## src/rtl/nmi_pkg.sv

```systemverilog
package nmi_pkg;
  localparam int NMI_LEVEL      = 16;
  localparam int NMI_MASK_LEVEL = 15;

  // Edge of the chosen polarity between previous and current sample
  function automatic logic edge_hit(input logic rise_sel, input logic cur, input logic prev);
    return rise_sel ? (cur & ~prev) : (~cur & prev);
  endfunction

  // A new edge wins over a clear arriving in the same cycle
  function automatic logic pend_next(input logic pend, input logic clr, input logic det);
    return det | (pend & ~clr);
  endfunction

  // Acceptable when not blocked, or when an override applies
  function automatic logic may_accept(input logic blocked, input logic asleep, input logic ovr);
    return ~blocked | asleep | ovr;
  endfunction
endpackage

```

## src/rtl/nmi_sync.sv

```systemverilog
module nmi_sync #(
  parameter int STAGES = 2
) (
  input  logic clk,
  input  logic rst_n,
  input  logic d,
  output logic q
);
  logic [STAGES-1:0] chain;

  for (genvar i = 0; i < STAGES; i++) begin : g_stage
    if (i == 0) begin : g_first
      always_ff @(posedge clk or negedge rst_n) begin
        if (!rst_n) chain[0] <= 1'b0;
        else        chain[0] <= d;
      end
    end else begin : g_next
      always_ff @(posedge clk or negedge rst_n) begin
        if (!rst_n) chain[i] <= 1'b0;
        else        chain[i] <= chain[i-1];
      end
    end
  end

  assign q = chain[STAGES-1];
endmodule

```

## src/rtl/nmi_edge_gate.sv

```systemverilog
module nmi_edge_gate
  import nmi_pkg::*;
#(
  parameter int BLANK_CYCLES = 6
) (
  input  logic clk,
  input  logic rst_n,
  input  logic pin_s,
  input  logic rise_sel,
  output logic det,
  output logic blank_busy
);
  localparam int CW = $clog2(BLANK_CYCLES + 1);

  logic          prev;
  logic          sel_q;
  logic [CW-1:0] blank_cnt;
  logic          sel_change;
  logic          raw_edge;

  assign sel_change = rise_sel ^ sel_q;
  assign raw_edge   = edge_hit(rise_sel, pin_s, prev);
  assign blank_busy = sel_change | (blank_cnt != '0);
  assign det        = raw_edge & ~blank_busy;

  always_ff @(posedge clk or negedge rst_n) begin
    if (!rst_n) begin
      prev      <= 1'b0;
      sel_q     <= 1'b0;
      blank_cnt <= '0;
    end else begin
      prev  <= pin_s;
      sel_q <= rise_sel;
      if (sel_change)
        blank_cnt <= CW'(BLANK_CYCLES);
      else if (blank_cnt != '0)
        blank_cnt <= blank_cnt - 1'b1;
    end
  end

  // every change of the select reloads the full window
  a_r4_blank_reload: assert property (@(posedge clk) disable iff (!rst_n)
    sel_change |=> (blank_cnt == CW'(BLANK_CYCLES)));

  // the window only counts downward while the select is steady
  a_r4_blank_descends: assert property (@(posedge clk) disable iff (!rst_n)
    (!sel_change && blank_cnt != '0) |=> (blank_cnt == $past(blank_cnt) - 1'b1));
endmodule

```

## src/rtl/nmi_accept_ctrl.sv

```systemverilog
module nmi_accept_ctrl
  import nmi_pkg::*;
#(
  parameter int MASK_W  = 4,
  parameter int LEVEL_W = 5
) (
  input  logic               clk,
  input  logic               rst_n,
  input  logic               det,
  input  logic               clr,
  input  logic               cpu_block,
  input  logic               sleep_mode,
  input  logic               accept_when_blocked,
  input  logic               mask_update_en,
  output logic               pending,
  output logic               accept_pulse,
  output logic               mask_force,
  output logic [MASK_W-1:0]  mask_value,
  output logic [LEVEL_W-1:0] req_level
);
  logic taken;
  logic ok_now;

  assign ok_now       = may_accept(cpu_block, sleep_mode, accept_when_blocked);
  assign accept_pulse = pending & ~taken & ok_now;
  assign mask_force   = accept_pulse & mask_update_en;
  assign mask_value   = MASK_W'(NMI_MASK_LEVEL);
  assign req_level    = pending ? LEVEL_W'(NMI_LEVEL) : '0;

  always_ff @(posedge clk or negedge rst_n) begin
    if (!rst_n) begin
      pending <= 1'b0;
      taken   <= 1'b0;
    end else begin
      pending <= pend_next(pending, clr, det);
      taken   <= clr ? 1'b0 : (taken | accept_pulse);
    end
  end

  // a detected edge always leaves the request pending
  a_r5_edge_sets: assert property (@(posedge clk) disable iff (!rst_n)
    det |=> pending);

  // a clear without a new edge drops the request
  a_r6_clear_drops: assert property (@(posedge clk) disable iff (!rst_n)
    (clr && !det) |=> !pending);

  // no back-to-back acceptance of one request
  a_r7_single_pulse: assert property (@(posedge clk) disable iff (!rst_n)
    (accept_pulse && !clr) |=> !accept_pulse);

  // acceptance while blocked needs an override
  a_r8_block_gate: assert property (@(posedge clk) disable iff (!rst_n)
    (accept_pulse && cpu_block) |-> (sleep_mode || accept_when_blocked));

  // mask force only with an acceptance and the enable
  a_r11_mask_force: assert property (@(posedge clk) disable iff (!rst_n)
    mask_force |-> (accept_pulse && mask_update_en && mask_value == MASK_W'(15)));
endmodule

```

## src/rtl/nmi_accept_unit.sv

```systemverilog
module nmi_accept_unit #(
  parameter int BLANK_CYCLES = 6,
  parameter int SYNC_STAGES  = 2,
  parameter int MASK_W       = 4,
  parameter int LEVEL_W      = 5
) (
  input  logic               clk,
  input  logic               rst_n,
  input  logic               nmi_pin,
  input  logic               edge_sel,
  input  logic               cpu_block,
  input  logic               sleep_mode,
  input  logic               accept_when_blocked,
  input  logic               mask_update_en,
  input  logic               clr_pending,
  output logic               pending,
  output logic               accept_pulse,
  output logic               mask_force,
  output logic [MASK_W-1:0]  mask_value,
  output logic [LEVEL_W-1:0] req_level
);
  logic pin_s;
  logic edge_det;
  logic blank_busy;

  nmi_sync #(.STAGES(SYNC_STAGES)) u_sync (
    .clk (clk),
    .rst_n (rst_n),
    .d   (nmi_pin),
    .q   (pin_s)
  );

  nmi_edge_gate #(.BLANK_CYCLES(BLANK_CYCLES)) u_edge (
    .clk        (clk),
    .rst_n      (rst_n),
    .pin_s      (pin_s),
    .rise_sel   (edge_sel),
    .det        (edge_det),
    .blank_busy (blank_busy)
  );

  nmi_accept_ctrl #(.MASK_W(MASK_W), .LEVEL_W(LEVEL_W)) u_ctrl (
    .clk                 (clk),
    .rst_n               (rst_n),
    .det                 (edge_det),
    .clr                 (clr_pending),
    .cpu_block           (cpu_block),
    .sleep_mode          (sleep_mode),
    .accept_when_blocked (accept_when_blocked),
    .mask_update_en      (mask_update_en),
    .pending             (pending),
    .accept_pulse        (accept_pulse),
    .mask_force          (mask_force),
    .mask_value          (mask_value),
    .req_level           (req_level)
  );

  // an edge is never taken while the window is open
  a_r4_no_det_blanked: assert property (@(posedge clk) disable iff (!rst_n)
    (blank_busy && !pending && !clr_pending) |=> !pending);

  // a pending request reports the top priority level
  a_r12_level: assert property (@(posedge clk) disable iff (!rst_n)
    pending |-> (req_level == LEVEL_W'(16)));
endmodule

```

## config.mk

```make
export PLATFORM = sky130hd
export DESIGN_NAME = nmi_accept_unit
export DESIGN_NICKNAME = d
export VERILOG_FILES = /design/src/rtl/nmi_pkg.sv /design/src/rtl/nmi_sync.sv /design/src/rtl/nmi_edge_gate.sv /design/src/rtl/nmi_accept_ctrl.sv /design/src/rtl/nmi_accept_unit.sv
export SDC_FILE = /design/constraint.sdc
export NUM_CORES = 1
export LEC_CHECK = 0
export CORE_AREA = 10 10 47 49
export CTS_CLUSTER_DIAMETER = 100
export CTS_CLUSTER_SIZE = 16
export DETAILED_ROUTE_END_ITERATION = 10
export DIE_AREA = 0 0 57 59
export PLACE_DENSITY = 0.71
export SLEW_MARGIN = 10
export SYNTH_ARGS = -nofsm -noshare
export SYNTH_HDL_FRONTEND = slang
export SYNTH_SLANG_ARGS = --single-unit
```

## constraint.sdc

```tcl
create_clock -name clk -period 1.49 [get_ports clk]
set_input_delay 0.149 -clock clk [delete_from_list [all_inputs] [get_ports clk]]
set_output_delay 0.149 -clock clk [all_outputs]
set_load 0.05 [all_outputs]
```

# == After elaboration in Yosys (flattened, before gate mapping) ==
# Index checks and enable logic that the tools add are counted.
# word_totals
ff_bits,9
in_bits,9
out_inout_bits,12
wordCells,34
# classes
addsub,1
n_mux,5
n_bitwise,19
reduce_logical,2
# ops
cell,n
1-bit AND,7
3-bit two-way mux,2
1-bit NOT,6
5-bit two-way mux,1
1-bit bitwise OR,5
3-bit nonzero test,1
"3-bit by 1-bit subtractor with 3-bit output, second input constant",1
1-bit two-way mux,2
2-bit nonzero test,1
1-bit XOR,1

# == Depth between registers and ports, before layout ==
# logic_depth
ltp_word,6
mapped_depth,5
mapped_depth_nobuf,5

# == Hierarchy ==
# From an unflattened synthesis, not the netlist that was laid out.
# hier_totals
cells_unflattened,46
hier_area_um2,480.5
# modules_own_cells
module,n_inst,cells_each,area_each_um2,seq_area_each_um2
nmi_edge_gate,1,23,251.5,125.1
nmi_accept_ctrl,1,21,178.9,50.0
nmi_sync,1,2,50.0,50.0

# == Worst setup path after synthesis ==
# OpenSTA, ideal clock, no wires.
# synth_path
path_type,register -> output
startpoint,reg u_ctrl.pending
endpoint,out mask_force
t_arrival_ns,2.067
required_ns,1.341
path_slack_ns,-0.726
path_stages_with_launch,4
path_buffers,0
path_cell_list,dfrtp_1 > inv_1 > a211oi_2 > and2_1
# synth_between
elab_chain_cells,3
# synth_lines
element,line_no,rtl
start: declaration,nmi_accept_ctrl.sv:15,"output logic pending,"
start signal: assignment,nmi_accept_ctrl.sv:35,"pending <= pend_next(pending, clr, det);"
1-bit AND (2 in a row),nmi_accept_ctrl.sv:25,assign accept_pulse = pending & ~taken & ok_now;
named net accept_pulse,nmi_accept_unit.sv:17,"output logic accept_pulse,"
1-bit AND,nmi_accept_ctrl.sv:26,assign mask_force = accept_pulse & mask_update_en;
end: declaration,nmi_accept_unit.sv:18,"output logic mask_force,"
# The timed path passes the listed nets, and every way through them passes these cells.

# == Final worst setup path ==
# layout_path
startpoint,in sleep_mode
endpoint,out mask_force
# layout_between
elab_chain_cells,4
# layout_lines
element,line_no,rtl
start: declaration,nmi_accept_unit.sv:12,"input logic sleep_mode,"
1-bit bitwise OR (2 in a row),nmi_pkg.sv:17,return ~blocked | asleep | ovr;
1-bit AND,nmi_accept_ctrl.sv:25,
1-bit AND,nmi_accept_ctrl.sv:26,
# No other way between the ends.

==> impl_results.md <==
- Seq/Total Area, Yosys: 0.475
- Max Slew Vio Count: 0
- RSZ-0062 raised after global routing: false
- CTS resizes: 0
- Critical path cell sequence: clkdlybuf4s50_1 > nor2_1 > a211oi_4 > and2_4 > buf_12
- Tcrit/Tclk final: 0.928
- Final Power: 0.707 mW
- First-pass GRT wire length: 1440 um
- DRC viols: 0
- Cell taking the most area after synthesis: dfrtp_1
- Critical path class: input port to primary output
- Standard-cell rows: 14
- Die width: 57 um
- Final Skew: 0.00114 ns
- Die Ht: 59 um
- Antenna-violating nets left: 0
- CP Capture Type: primary output
- Drt first pass iters: 3
- Syn Inst Count: 42
- Remaining global-route overflow: 0
- Multi-input gate area: 203 um2
- Largest net degree at the start of global routing: 10
- Max-cap violation count: 0
- CTS hold repair buffers: 0
- HP Class: input port to asynchronous set/reset pin
- Crit path DAT: 1.23 ns
- Max Freq: 0.723 GHz
- Worst endpoint required time: 1.34 ns
- Synth area leaders: dfrtp_1 47%, buf_4 14%, ha_1 5.3%, xnor2_1 3.7%, mux2_4 3.2%
- CTS tree: done
- Initial antenna violation count: 0
- Mean Syn Cell Area: 11.3 um2
- Fin Setup TNS: 0 ns
- CP max FO: 2
- Buf/Inv on CP: 2
- Initial core utilization: 0.338
- Worst path max stage delay: 0.46 ns
- Number of global-route vias before repair: 358
- FILL cells: 156
- Vias per cell: 4.21
- Starting DRT DRC Count: 8
- CTS Buffer Depth: 2
- Status: completed
- Asr flop ratio synth: 1.00
- CTS Buf Count: 3
- Leakage: 0.285 nW
- Routability cong.: 0.614
- Synthesized area: 474 um2
- Skew-Pair Late Insertion Delay: 0.25 ns
- Max H-tree Level: 1
- Final setup viols: 0
- Clk slew on worst S/H paths: 0.06 ns
- Vias: 303
- Setup bufs post-CTS: 0
- DP HPWL: 757 um
- I/O Buffers: 12
- Synth Flop Type: dfrtp_1
- Yosys warns: 0
- Core ar.: 1400 um2
- Die area: 3360 um2
- CTS root buf: clkbuf_4
- WP depth: 5
- Worst path slowest cell: clkdlybuf4s50_1
- Layout cell share with drive strength beyond 1: 0.286
- Utilization after layout: 0.449
- Global Route Usage Sum: 0.0537
- Leading cell types by count after synthesis: 9 x buf_4, 9 x dfrtp_1, 3 x inv_1
- Top Ports: 21
- Ant diodes: 0
- Hold Fails Final Rpt: 0
- Synth Register Bits: 9
- Synth unique cells: 18
- Kind of cell adding the most delay to the critical path: buffers and inverters
- Drt total wl: 858 um
- Drt wl/cell: 11.9 um
- Fin nets: 68
- P per Cell Area: 1120 nW/um2
- CP Launch Type: input port
- Area delta synth->final: 32.7%
- Share of the synthesized area in the top cell type: 0.475
- Post-synth EDFFs: 0
- Maximum vdd ir drop: 0.405 mV
- Reg area: 226 um2
- FF-to-FF path depth: 5
- Clk sink count: 9
- Tmin final: 1.38 ns
==> cell families (layout without fill, tap and decap cells) <==
| group | after synthesis | after routing | synth area share |
|---|---|---|---|
| DFF | 9 | 9 | 0.475 |
| AOI/OAI and AO/OA | 4 | 4 | 0.0686 |
| xor gates and xnor gates | 2 | 2 | 0.0369 |
| muxes | 2 | 2 | 0.0528 |
| adders and majority gates | 2 | 2 | 0.0528 |
| and+or+nand+nor | 9 | 9 | 0.132 |
| other | 2 | 8 | 0.0158 |
| buffers and inverters | 12 | 20 | 0.166 |
==> layout make-up <==
type	instances	share of cell area
Multi-Input combinational cell	27	0.322
Inverter	3	0.0179
Tap cell	16	0.0318
Clock buffer	4	0.0417
Timing Repair Buffer	13	0.227
Sequential cell	9	0.360
==> through the flow <==
stage | instance area (um2) | setup slack (ns) | hold slack (ns) | cells
after floorplan | 508 | -0.130 | -0.147 | 48
final | 629 | 0.107 | 0.181 | 72
after CTS | 629 | 0.0975 | 0.193 | 72
after global placement | 603 | 0.116 | 0.333 | 68
after global routing | 629 | 0.0385 | 0.210 | 72
after detailed placement | 603 | 0.104 | 0.337 | 68
==> layout by cell type (no fill, tap or decap) <==
cell type,instances
nor2b_4,1
and4b_1,1
buf_4,3
inv_2,1
buf_12,2
dfrtp_2,1
mux2_4,1
clkbuf_4,3
nand2_1,1
nor2_1,2
and2_1,1
nand2_2,1
clkdlybuf4s50_1,8
a211oi_4,1
xnor2_1,2
o21ba_2,1
dfrtp_1,8
clkbuf_1,1
and2_4,1
ha_1,2
nor4b_1,1
mux2i_1,1
conb_1,8
inv_1,2
o21ai_0,2
==> path summary, 6_finish.rpt <==
kind | endpoint | slack, ns | from
worst min-delay path | u_sync.chain[0] | 0.18 | rst_n
max in group asynchronous | u_ctrl.pending | 1.01 | rst_n
worst min register to register | u_sync.q | 0.35 | u_sync.chain[0]
worst max register to register | u_edge.blank_cnt[1] | 0.21 | u_edge.blank_cnt[0]
worst max-delay path | mask_force | 0.11 | sleep_mode
min in group clk | u_sync.chain[0] | 0.33 | nmi_pin
==> sequential cells by signal (all words and copies together), names as in the netlist <==
register,flops
u_ctrl.pending,1
u_edge.blank_cnt,3
u_sync.chain,1
u_sync.q,1
u_edge.sel_q,1
u_ctrl.taken,1
u_edge.prev,1
==> per-layer routing <==
metal / track usage / wire, um / vias to the layer above
met5: 0 / 0 / -
met4: 0.0302 / 11 / 0
met3: 0.0408 / 133 / 2
met2: 0.0775 / 392 / 19
met1: 0.0550 / 320 / 138
li1: - / - / 144
==> report_power, final <==
part	leakage [nW]	switching (mW)	internal, mW
clock network	0.0150	0.0806	0.103
logic	0.164	0.122	0.103
registers	0.105	0.0209	0.277
total	0.285	0.224	0.483
Power figures use the tool's default switching activity.
